--- src/rtl/fg_pkg.sv ---
package fg_pkg;
  typedef struct packed {
    logic ilim;
    logic setback;
    logic thermal;
    logic chain_open;
  } glob_flt_t;

  function automatic logic flt_release(glob_flt_t f);
    return f.ilim | f.setback | f.thermal | f.chain_open;
  endfunction

  function automatic logic flt_kill(glob_flt_t f);
    return f.thermal | f.chain_open;
  endfunction
endpackage

--- src/rtl/fg_chan_filter.sv ---
module fg_chan_filter #(
  parameter int DEB_CYCLES = 4
) (
  input  logic clk,
  input  logic rst,
  input  logic open_i,
  input  logic drive_i,
  input  logic arm_i,
  input  logic clr_i,
  output logic accepted_o
);
  localparam int CW = $clog2(DEB_CYCLES + 1);
  localparam logic [CW-1:0] LIM = CW'(DEB_CYCLES);

  logic [CW-1:0] cnt;

  always_ff @(posedge clk) begin
    if (rst || clr_i || !arm_i) begin
      cnt <= '0;
    end else if (drive_i) begin
      if (!open_i)          cnt <= '0;
      else if (cnt != LIM)  cnt <= cnt + 1'b1;
    end
  end

  assign accepted_o = (cnt == LIM);

  // a disarmed channel has an empty count on the next cycle
  p_disarm_r3: assert property (@(posedge clk) disable iff (rst)
    !arm_i |=> (cnt == '0));
  // inactive drive holds the count
  p_idle_hold_r2: assert property (@(posedge clk) disable iff (rst)
    (arm_i && !clr_i && !drive_i) |=> $stable(cnt));
  // an accepted flag that persists stays accepted
  p_keep_r2: assert property (@(posedge clk) disable iff (rst)
    (accepted_o && arm_i && !clr_i && drive_i && open_i) |=> accepted_o);
endmodule

--- src/rtl/fg_unused_map.sv ---
module fg_unused_map #(
  parameter int N_CH = 8
) (
  input  logic            clk,
  input  logic            rst,
  input  logic            supply_ok,
  input  logic [N_CH-1:0] pin_grounded,
  output logic [N_CH-1:0] unused_o
);
  always_ff @(posedge clk) begin
    if (rst)             unused_o <= '0;
    else if (!supply_ok) unused_o <= pin_grounded;
  end

  // frozen once the supply is up
  p_freeze_r4: assert property (@(posedge clk) disable iff (rst)
    supply_ok |=> $stable(unused_o));
  // tracks the grounded sense during power-up
  p_track_r4: assert property (@(posedge clk) disable iff (rst)
    !supply_ok |=> (unused_o == $past(pin_grounded)));
endmodule

--- src/rtl/fg_latch_ctl.sv ---
module fg_latch_ctl (
  input  logic clk,
  input  logic rst,
  input  logic latch_sel_n,
  input  logic any_open,
  input  logic enable_n,
  input  logic sense,
  input  logic uvlo,
  output logic clr_o,
  output logic lat_nxt_o
);
  logic en_q, sense_q, lat_q;

  // edge references follow their inputs even in reset, so no false edge
  always_ff @(posedge clk) begin
    en_q    <= enable_n;
    sense_q <= sense;
  end

  assign clr_o     = uvlo | (enable_n ^ en_q) | (sense & ~sense_q);
  assign lat_nxt_o = clr_o ? 1'b0 : (lat_q | (~latch_sel_n & any_open));

  always_ff @(posedge clk) begin
    if (rst) lat_q <= 1'b0;
    else     lat_q <= lat_nxt_o;
  end

  // the latch holds while no clear source is present
  p_hold_r5: assert property (@(posedge clk) disable iff (rst)
    (lat_q && !uvlo && $stable(enable_n) && !$rose(sense)) |=> lat_q);
  // report mode never sets the latch
  p_report_r6: assert property (@(posedge clk) disable iff (rst)
    (latch_sel_n && !lat_q) |=> !lat_q);
  // rising reset sense clears
  p_sense_r7: assert property (@(posedge clk) disable iff (rst)
    $rose(sense) |=> !lat_q);
  // an enable toggle clears
  p_enable_r8: assert property (@(posedge clk) disable iff (rst)
    (enable_n != $past(enable_n)) |=> !lat_q);
  // undervoltage clears
  p_uvlo_r9: assert property (@(posedge clk) disable iff (rst)
    uvlo |=> !lat_q);
endmodule

--- src/rtl/led_fault_guard.sv ---
module led_fault_guard
  import fg_pkg::*;
#(
  parameter int N_CH       = 8,
  parameter int DEB_CYCLES = 4
) (
  input  logic            clk,
  input  logic            rst,
  input  logic [N_CH-1:0] open_det,
  input  logic [N_CH-1:0] drv_active,
  input  logic [N_CH-1:0] pin_grounded,
  input  logic            supply_ok,
  input  logic            uvlo,
  input  logic            latch_sel_n,
  input  logic            enable_n,
  input  logic            diag_rst_sense,
  input  logic            ref_ilim,
  input  logic            ov_setback,
  input  logic            therm_sd,
  input  logic            chain_open,
  output logic            kill_all,
  output logic            diag_pull_low,
  output logic [N_CH-1:0] unused_mask
);
  logic [N_CH-1:0] accepted;
  logic            clr, lat_nxt, live_open, kill_d, release_d;
  glob_flt_t       gflt;

  assign gflt = '{ilim: ref_ilim, setback: ov_setback,
                  thermal: therm_sd, chain_open: chain_open};

  fg_unused_map #(.N_CH(N_CH)) u_unused (
    .clk(clk), .rst(rst), .supply_ok(supply_ok),
    .pin_grounded(pin_grounded), .unused_o(unused_mask)
  );

  for (genvar i = 0; i < N_CH; i++) begin : g_ch
    fg_chan_filter #(.DEB_CYCLES(DEB_CYCLES)) u_filt (
      .clk(clk), .rst(rst),
      .open_i(open_det[i]), .drive_i(drv_active[i]),
      .arm_i(supply_ok & ~uvlo & ~unused_mask[i]),
      .clr_i(clr), .accepted_o(accepted[i])
    );
  end

  fg_latch_ctl u_latch (
    .clk(clk), .rst(rst), .latch_sel_n(latch_sel_n),
    .any_open(|accepted), .enable_n(enable_n),
    .sense(diag_rst_sense), .uvlo(uvlo),
    .clr_o(clr), .lat_nxt_o(lat_nxt)
  );

  assign live_open = (|(accepted & drv_active)) & ~clr;
  assign kill_d    = lat_nxt | flt_kill(gflt);
  assign release_d = lat_nxt | live_open | flt_release(gflt);

  always_ff @(posedge clk) begin
    if (rst) begin
      kill_all      <= 1'b0;
      diag_pull_low <= 1'b1;
    end else begin
      kill_all      <= kill_d;
      diag_pull_low <= ~release_d;
    end
  end

  // thermal shutdown always forces the outputs off
  p_thermal_r10: assert property (@(posedge clk) disable iff (rst)
    therm_sd |=> kill_all);
  // reporting-only flags release the diagnostic line
  p_release_r10: assert property (@(posedge clk) disable iff (rst)
    (ref_ilim || ov_setback) |=> !diag_pull_low);
  // outputs are never killed silently
  p_kill_reports_r5: assert property (@(posedge clk) disable iff (rst)
    kill_all |-> !diag_pull_low);
endmodule

--- config.mk ---
export PLATFORM = sky130hd
export DESIGN_NAME = led_fault_guard
export DESIGN_NICKNAME = d
export VERILOG_FILES = /design/src/rtl/fg_pkg.sv /design/src/rtl/fg_chan_filter.sv /design/src/rtl/fg_unused_map.sv /design/src/rtl/fg_latch_ctl.sv /design/src/rtl/led_fault_guard.sv
export SDC_FILE = /design/constraint.sdc
export NUM_CORES = 1
export LEC_CHECK = 0
export BUFFER_PORTS_ARGS = -buffer_cell sky130_fd_sc_hd__buf_4
export CAP_MARGIN = 30
export CORE_MARGIN = 1.5
export CORE_UTILIZATION = 53
export DETAILED_ROUTE_END_ITERATION = 16
export HOLD_SLACK_MARGIN = 0.1
export PLACE_DENSITY = 0.79
export RECOVER_POWER = 100
export SLEW_MARGIN = 40
export SYNTH_ARGS = -nofsm -noshare
export SYNTH_HDL_FRONTEND = slang
export SYNTH_SLANG_ARGS = --single-unit
export TNS_END_PERCENT = 1
--- constraint.sdc ---
create_clock -name clk -period 1.72 [get_ports clk]
set_clock_uncertainty 0.1 [all_clocks]
set_input_delay 0.344 -clock clk [delete_from_list [all_inputs] [get_ports clk]]
set_output_delay 0.344 -clock clk [all_outputs]
set_load 0.005 [all_outputs]
==> flow_summary.toml, run 1 <==
[pwr]
vdd_drop_max_uv = 527
power_leakage_nw = 0.992
power.density_nw_per_um2 = 648

[synthesis]
syn-num-nets = 275
yosysWarnings = 0
ys_seq_area_share_pct = 38.7
synth_seq_cells = 37
syn_inst = 224
avgSynthCellArea_um2 = 8.55
synth.distinct_cells = 26
netlist_area_um2 = 1920

[run_status]
status = "finished clean"

[run]
drv_cap = 0

[die]
fp.dieArea_um2 = 3980
coreArea_um2 = 3390
die_h_um = 63.1
rows = 21
die_width_um = 63.1
start_util_pct = 56.5
io_pins = 45

[cells_and_area]
final_common_cell = "dfxtp_1"
drive_gt1_share_pct = 20.9
antenna_cells = 0
mostFrequentLayoutCells = "37 x dfxtp_1, 33 x buf_4, 32 x nand2_1, 25 x a21oi_1, 24 x inv_1"
final_nets = 329
area_growth_pct = 24.0
fillers = 287

[sta]
slew_violations = 0
setup_viol = 0
fin_crit_sh_pct = 95.0
setup_ws_ns = 0.0868
worst_pin_slew_ns = 0.708
hold_viol_final = 0
period_needed_ns = 1.63
whs_ns = 0.132
relSlewSlack_pct = 52.8
fmax_mhz = 612

[setup_path]
required_ns = 1.88
cp_max_fo = 8
reg2reg_from = "u_latch.en_q"
crit_path_start_kind = "register"
worstSetupPathType = "reg2reg"
crit_arrival_ns = 1.79
startpoint = "u_latch.en_q"
crit_path_end_kind = "register"

[clocking]
cts.sinks = 37
cts_buffer_depth = 2
cts_made_buffers = 5
cts_htree_levels = 2
root_buffer = "clkbuf_4"
insertion_delay_ns = 0.34
cts_tree = "yes"
post_cts_buffers = 0
clk_pin_slew_ns = 0.11

[min_path]
hp-start = "pin_grounded[5]"
hold_path_class = "in2reg"

[route]
first_pass_iters = 4
ant_nets = 0
drt-initial-drc-count = 92
vias = 1688
drc = 0
routedWlPerCell_um = 12.6
wirelength_um = 4100
drt-vias-per-instance = 5.21

[place]
port_buffers = 44
place_congestion = 0.882
dp_slack_ns = -0.0894
dp.final_hpwl_um = 3130

[global_route]
grt_pass1_vias = 1527
grt_antenna_before_repair = 0
grt_max_degree = 12
grt_usage_pct = 21.5
grt_pass1_wl_um = 6730
grt.overflow.total = 0
## per-stage QoR
step           instances  TNS [ns]  utilization [%]  cell area [um2]  total power (W)
2_1_floorplan        224         0                -             1920         0.000975
3_3_place_gp         315    -0.352             68.4             2320          0.00109
3_5_place_dp         315     -1.27             68.4             2320          0.00109
4_1_cts              324         0             70.6             2390          0.00155
5_1_grt              324  -0.00758             70.1             2370          0.00161
6_report             324         0             70.1             2370          0.00154
## power by group
group          switching (W)  internal (W)
logic              0.0000845      0.000104
registers          0.0000122      0.000875
clock network       0.000270      0.000193
total               0.000367       0.00117
## registers in the layout, summed over array words and instances (netlist names)
register / flops
diag_pull_low: 1
g_ch.u_filt.cnt: 24
kill_all: 1
u_latch.en_q: 1
u_latch.lat_q: 1
u_latch.sense_q: 1
u_unused.unused_o: 8
## cell families after synthesis
kind of cell	count (synthesis)	share of synthesized area (%)
xor gates and xnor gates	9	4.12
buffers and inverters	26	5.16
DFF	37	38.7
AOI/OAI and AO/OA	48	17.1
adders and majority gates	16	10.5
and+or+nand+nor	80	20.3
muxes	8	4.18
## area by class of cell
class	count	area, um2	area share, %
multi-input combinational	161	1070	45.0
clock buffer	7	55.1	2.32
tap	46	57.6	2.42
sequential	37	741	31.2
timing repair buffer	49	362	15.2
inverter	24	90.1	3.79
## path summary, 6_finish.rpt
path	end	slack (ns)	cells after the start
worst max-delay path	g_ch[4].u_filt.cnt[2]	0.09	5
worst min-delay path	u_unused.unused_o[5]	0.13	3
worst max register to register	g_ch[4].u_filt.cnt[2]	0.09	5
worst min register to register	g_ch[0].u_filt.cnt[1]	0.38	2
## what timing repair did
action,in CTS,in global routing
resized for setup,0,1
endpoints found under the hold margin,2,0
endpoints found under the setup margin,0,14
hold buffers,2,0
## routing by layer
metal / up-vias / wire, um / global-route usage, % / share of wire (%)
li1: 879 / - / - / -
met1: 748 / 1870 / 27.0 / 46
met4: 0 / 49 / 9.17 / 1.2
met3: 5 / 259 / 4.29 / 6.3
met5: - / 0 / 0 / 0
met2: 56 / 1920 / 35.8 / 47
## worst max-delay path: stages, from the launching register on
cell and delay, ns:
dfxtp_1 0.33, xor2_1 0.19, nor4_4 0.22, nand3b_4 0.20, a211o_1 0.35, a211oi_1 0.16
## synth_stat cells
| master | n | share of area, % |
|---|---|---|
| a211o_1 | 8 | 3.7 |
| a211oi_2 | 7 | 4.6 |
| a21oi_1 | 25 | 6.5 |
| and4_1 | 2 | 0.91 |
| and4b_1 | 1 | 0.52 |
| buf_2 | 1 | 0.26 |
| clkbuf_1 | 1 | 0.20 |
| dfxtp_1 | 37 | 39 |
| ha_1 | 16 | 10 |
| inv_1 | 24 | 4.7 |
| mux2i_1 | 8 | 4.2 |
| nand2_1 | 32 | 6.3 |
| nand3_1 | 17 | 4.4 |
| nand3b_2 | 1 | 0.59 |
| nand4_1 | 2 | 0.65 |
| nor2_1 | 20 | 3.9 |
| nor2b_4 | 1 | 0.72 |
| nor3_1 | 1 | 0.26 |
| nor3_2 | 1 | 0.52 |
| nor4_4 | 1 | 1.1 |
| o21ai_0 | 6 | 1.6 |
| o22ai_1 | 1 | 0.33 |
| o2bb2ai_1 | 1 | 0.46 |
| or4_1 | 1 | 0.39 |
| xnor2_1 | 8 | 3.7 |
| xor2_1 | 1 | 0.46 |
Power figures use the tool's default switching activity.
==> run 2, diff against run 1 <==
CORE_UTILIZATION = 36   (was 53)
PLACE_DENSITY = 0.57   (was 0.79)
==> flow_summary.toml, run 2 (synthesis gave the netlist of run 1 again) <==
[pwr]
power.internal_w = 0.00134
power_leakage_nw = 1.01
p_sw_w = 0.000402
total_power_w = 0.00174
p_clk_share_pct = 38.3
power_frac_seq_pct = 50.9
netSwitchingFraction_pct = 23.1
combPwrFrac_pct = 10.7
vdd_drop_max_uv = 377
power.density_nw_per_um2 = 708

[run_status]
status = "finished clean"

[cells_and_area]
antenna_cells = 0
final_nets = 328
final_common_cell = "dfxtp_1"
area_growth_pct = 28.5
largest_register_ffs = 24
top_regs = "g_ch.u_filt.cnt (24), u_unused.unused_o (8)"
regMostFlops = "g_ch.u_filt.cnt"
fin_area_um2 = 2460
drive_gt1_share_pct = 22.7
mostFrequentLayoutCells = "37 x dfxtp_1, 32 x nand2_1, 32 x buf_4, 25 x a21oi_1, 24 x inv_1"

[die]
die_width_um = 75.9
start_util_pct = 37.5
coreArea_um2 = 5110
fp.dieArea_um2 = 5770
rows = 26
io_pins = 45
die_h_um = 75.9

[sta]
fmax_mhz = 624
period_needed_ns = 1.60
fin_crit_sh_pct = 93.2
relSlewSlack_pct = 50.5
setup_viol = 0
hold_viol_final = 0
slew_violations = 0
worst_pin_slew_ns = 0.743

[global_route]
grt_pass1_vias = 1538
grt_usage_pct = 15.3
grt.overflow.total = 0
grt_max_degree = 12
grt_antenna_before_repair = 0
grt_pass1_wl_um = 6990

[clocking]
cts_htree_levels = 2
post_cts_buffers = 0
clk_pin_slew_ns = 0.07
cts.sinks = 37
root_buffer = "clkbuf_8"
cts_tree = "yes"
cts_buffer_depth = 2
cts_made_buffers = 5
insertion_delay_ns = 0.29

[setup_path]
ff2ff_setup_slack_ns = 0.12
startpoint = "u_latch.en_q"
worstSetupPathType = "reg2reg"
r2r_end = "g_ch[2].u_filt.cnt[2]"
reg2reg_from = "u_latch.en_q"
crit_path_start_kind = "register"
reg2reg_depth = 5
crit_arrival_ns = 1.73
required_ns = 1.84
crit_path_end_kind = "register"
cp_max_fo = 8

[run]
drv_cap = 0

[route]
first_pass_iters = 4
wirelength_um = 4160
drt-vias-per-instance = 4.77
vias = 1660
drt-initial-drc-count = 51
routedWlPerCell_um = 11.9
ant_nets = 0
drc = 0

[min_path]
hp-start = "pin_grounded[6]"
holdPathEnd = "u_unused.unused_o[6]"
hold_path_class = "in2reg"
hold_depth = 3

[place]
postPlaceCellArea_um2 = 2340
place_congestion = 0.789
dp.final_hpwl_um = 3220
port_buffers = 44
-- run 2: power by group through the flow --
stage / registers [W] / clock network [W] / logic (W)
3_3_place_gp: 0.000908 / 0 / 0.000186
3_5_place_dp: 0.000907 / 0 / 0.000186
2_1_floorplan: 0.000906 / 0 / 0.0000688
6_report: 0.000887 / 0.000668 / 0.000187
4_1_cts: 0.000887 / 0.000684 / 0.000191
5_1_grt: 0.000888 / 0.000713 / 0.000208
-- run 2: worst max-delay path, stage by stage (launching register included) --
cell      delay [ns]
dfxtp_1         0.31
xor2_1          0.19
nor4_4          0.24
nand3b_4        0.19
a211o_1         0.34
nor3_2          0.17
-- run 2: cell type report --
cell class | instances | area [um2]
Clock buffer | 7 | 96.3
Clock inverter | 1 | 5.00
Fill cell | 502 | 2650
Inverter | 24 | 90.1
Multi-Input combinational cell | 161 | 1080
Sequential cell | 37 | 741
Tap cell | 70 | 87.6
Timing Repair Buffer | 48 | 358
-- run 2: repair_timing --
item                       in CTS  in global routing
resized for setup               0                  1
setup endpoints to repair       0                 24
hold endpoints to repair        2                  0
hold buffers                    2                  0
-- run 2: through the flow --
step	utilization (%)	hold WS (ns)	setup TNS (ns)	setup WS (ns)	std cells
2_1_floorplan	-	0.272	0	0.207	224
3_3_place_gp	45.8	0.360	-0.840	-0.0574	338
3_5_place_dp	45.8	0.361	-1.32	-0.0900	338
4_1_cts	48.2	0.178	0	0.0450	348
5_1_grt	48.2	0.191	-0.0235	-0.0130	348
6_report	48.2	0.181	0	0.117	348
-- run 2: metal layers --
| metal | track usage [%] | part of all wire, % | routed length [um] | vias up |
|---|---|---|---|---|
| met1 | 19.9 | 50 | 2060 | 750 |
| met2 | 23.9 | 44 | 1830 | 34 |
| met4 | 7.22 | 1.8 | 76 | 0 |
| met5 | 0 | 0 | 0 | - |
| li1 | - | - | - | 871 |
| met3 | 3.37 | 4.4 | 184 | 5 |
-- run 2: worst max path at each step --
stage | endpoint | slack [ns]
2_1_floorplan | g_ch[2].u_filt.cnt[2] | 0.21
3_3_place_gp | g_ch[2].u_filt.cnt[2] | -0.06
3_5_place_dp | g_ch[2].u_filt.cnt[2] | -0.09
4_1_cts | g_ch[2].u_filt.cnt[2] | 0.04
5_1_grt | g_ch[0].u_filt.cnt[2] | -0.01
6_report | g_ch[2].u_filt.cnt[2] | 0.12
==> run 3, diff against run 2 <==
CTS_CLUSTER_DIAMETER = 100   (was unset)
RECOVER_POWER = 25   (was 100)
==> flow_summary.toml, run 3 (synthesis gave the netlist of run 1 again) <==
[global_route]
grt_pass1_wl_um = 6990
grt.overflow.total = 0
grt_antenna_before_repair = 0
grt_usage_pct = 15.3
grt_pass1_vias = 1538
grt_max_degree = 12

[setup_path]
path_cells = "xor2_1, nor4_4, nand3b_4, a211o_1, nor3_2"
cpPeakStageDelay_ns = 0.34
reg2reg_from = "u_latch.en_q"
required_ns = 1.84
crit_path_end_kind = "register"
crit_slowest_cell = "a211o_1"
r2r_end = "g_ch[2].u_filt.cnt[2]"
cp_max_fo = 8
ff2ff_setup_slack_ns = 0.12
crit_path_start_kind = "register"
crit_arrival_ns = 1.73
reg2reg_depth = 5
worstSetupPathType = "reg2reg"

[route]
routedWlPerCell_um = 12.0
wl_met2_um = 1820
wl_met3_um = 194
vias = 1664
drt-vias-per-instance = 4.78
wirelength_um = 4160
drc = 0
top_layer = "met4"
wl_met1_um = 2080
drt-initial-drc-count = 60
first_pass_iters = 4
ant_nets = 0

[cells_and_area]
final_nets = 328
final_common_cell = "buf_4"
final_cells = 348
regMostFlops = "g_ch.u_filt.cnt"
fillers = 502
largest_register_ffs = 24
multiInputGateArea_um2 = 1080
top_regs = "g_ch.u_filt.cnt (24), u_unused.unused_o (8)"
antenna_cells = 0
ff_latch_area_um2 = 741
fin_area_um2 = 2460
area_growth_pct = 28.5
drive_gt1_share_pct = 22.7
mostFrequentLayoutCells = "41 x buf_4, 37 x dfxtp_1, 32 x nand2_1, 25 x a21oi_1, 24 x inv_1"

[run]
drv_cap = 0

[run_status]
status = "finished clean"

[sta]
slew_violations = 0
fmax_mhz = 624
fin_crit_sh_pct = 93.2
setup_viol = 0
hold_viol_final = 0
worst_pin_slew_ns = 0.730
relSlewSlack_pct = 51.3
period_needed_ns = 1.60

[pwr]
p_sw_w = 0.000403
combPwrFrac_pct = 10.8
power_leakage_nw = 1.02
power_frac_seq_pct = 50.9
power.internal_w = 0.00134
power.density_nw_per_um2 = 708
netSwitchingFraction_pct = 23.1
p_clk_share_pct = 38.3
vdd_drop_max_uv = 377

[min_path]
hold_path_class = "in2reg"
hp-start = "pin_grounded[6]"
hold_depth = 3
holdPathEnd = "u_unused.unused_o[6]"

[die]
coreArea_um2 = 5110
die_h_um = 75.9
fp.dieArea_um2 = 5770
start_util_pct = 37.5
rows = 26
io_pins = 45
die_width_um = 75.9

[clocking]
post_cts_buffers = 0
cts_tree = "yes"
cts_made_buffers = 5
clk_pin_slew_ns = 0.07
cts_htree_levels = 2
insertion_delay_ns = 0.29
cts.sinks = 37
root_buffer = "clkbuf_8"
cts_buffer_depth = 2

[place]
place_congestion = 0.789
place_inst = 338
dp.final_hpwl_um = 3220
postPlaceCellArea_um2 = 2340
port_buffers = 44
run 3: repair_timing:
action | CTS | global route
hold buffers | 2 | 0
resized for setup | 0 | 1
endpoints found under the setup margin | 0 | 24
endpoints found under the hold margin | 2 | 0
run 3: critical path, delay by kind of cell, from the launching register on:
family | cells | cell delay [ns]
XOR/XNOR | 1 | 0.19
flip-flops | 1 | 0.31
AO/OA/AOI/OAI | 1 | 0.34
AND/OR/NAND/NOR | 3 | 0.60
run 3: metal layers:
metal	vias up	GRT usage, %
li1	872	-
met1	753	19.9
met2	34	23.9
met3	5	3.37
met4	0	7.22
met5	-	0
run 3: power groups by stage:
| stage | logic [W] | registers [W] | clock network, W |
|---|---|---|---|
| after CTS | 0.000191 | 0.000887 | 0.000684 |
| after detailed placement | 0.000186 | 0.000907 | 0 |
| after floorplan | 0.0000688 | 0.000906 | 0 |
| after global routing | 0.000209 | 0.000889 | 0.000713 |
| final | 0.000188 | 0.000887 | 0.000668 |
| after global placement | 0.000186 | 0.000908 | 0 |
run 3: final cells by class:
cell class              count  share of cell area (%)
well taps                  70                    3.56
multi-input cells         161                    44.1
clock buffers               7                    3.91
inverters                  24                    3.66
repair buffers             48                    14.5
flip-flops and latches     37                    30.1
clock inverters             1                   0.203
run 3: how the worst max path moves through the flow:
stage | slack, ns | start | depth (start not counted) | to
global placement | -0.06 | diag_rst_sense | 6 | g_ch[2].u_filt.cnt[2]
CTS | 0.04 | u_latch.en_q | 5 | g_ch[2].u_filt.cnt[2]
finish | 0.12 | u_latch.en_q | 5 | g_ch[2].u_filt.cnt[2]
floorplan | 0.21 | diag_rst_sense | 5 | g_ch[2].u_filt.cnt[2]
global route | -0.01 | u_latch.en_q | 5 | g_ch[0].u_filt.cnt[2]
detailed placement | -0.09 | diag_rst_sense | 6 | g_ch[2].u_filt.cnt[2]
run 3: per-stage QoR:
| step | hold slack [ns] | setup TNS [ns] | total power [W] | setup slack (ns) | util (%) |
|---|---|---|---|---|---|
| after floorplan | 0.272 | 0 | 0.000975 | 0.207 | - |
| after global placement | 0.360 | -0.840 | 0.00109 | -0.0574 | 45.8 |
| after detailed placement | 0.361 | -1.32 | 0.00109 | -0.0900 | 45.8 |
| after CTS | 0.178 | 0 | 0.00176 | 0.0450 | 48.2 |
| after global routing | 0.191 | -0.0235 | 0.00181 | -0.0130 | 48.2 |
| final | 0.181 | 0 | 0.00174 | 0.117 | 48.2 |
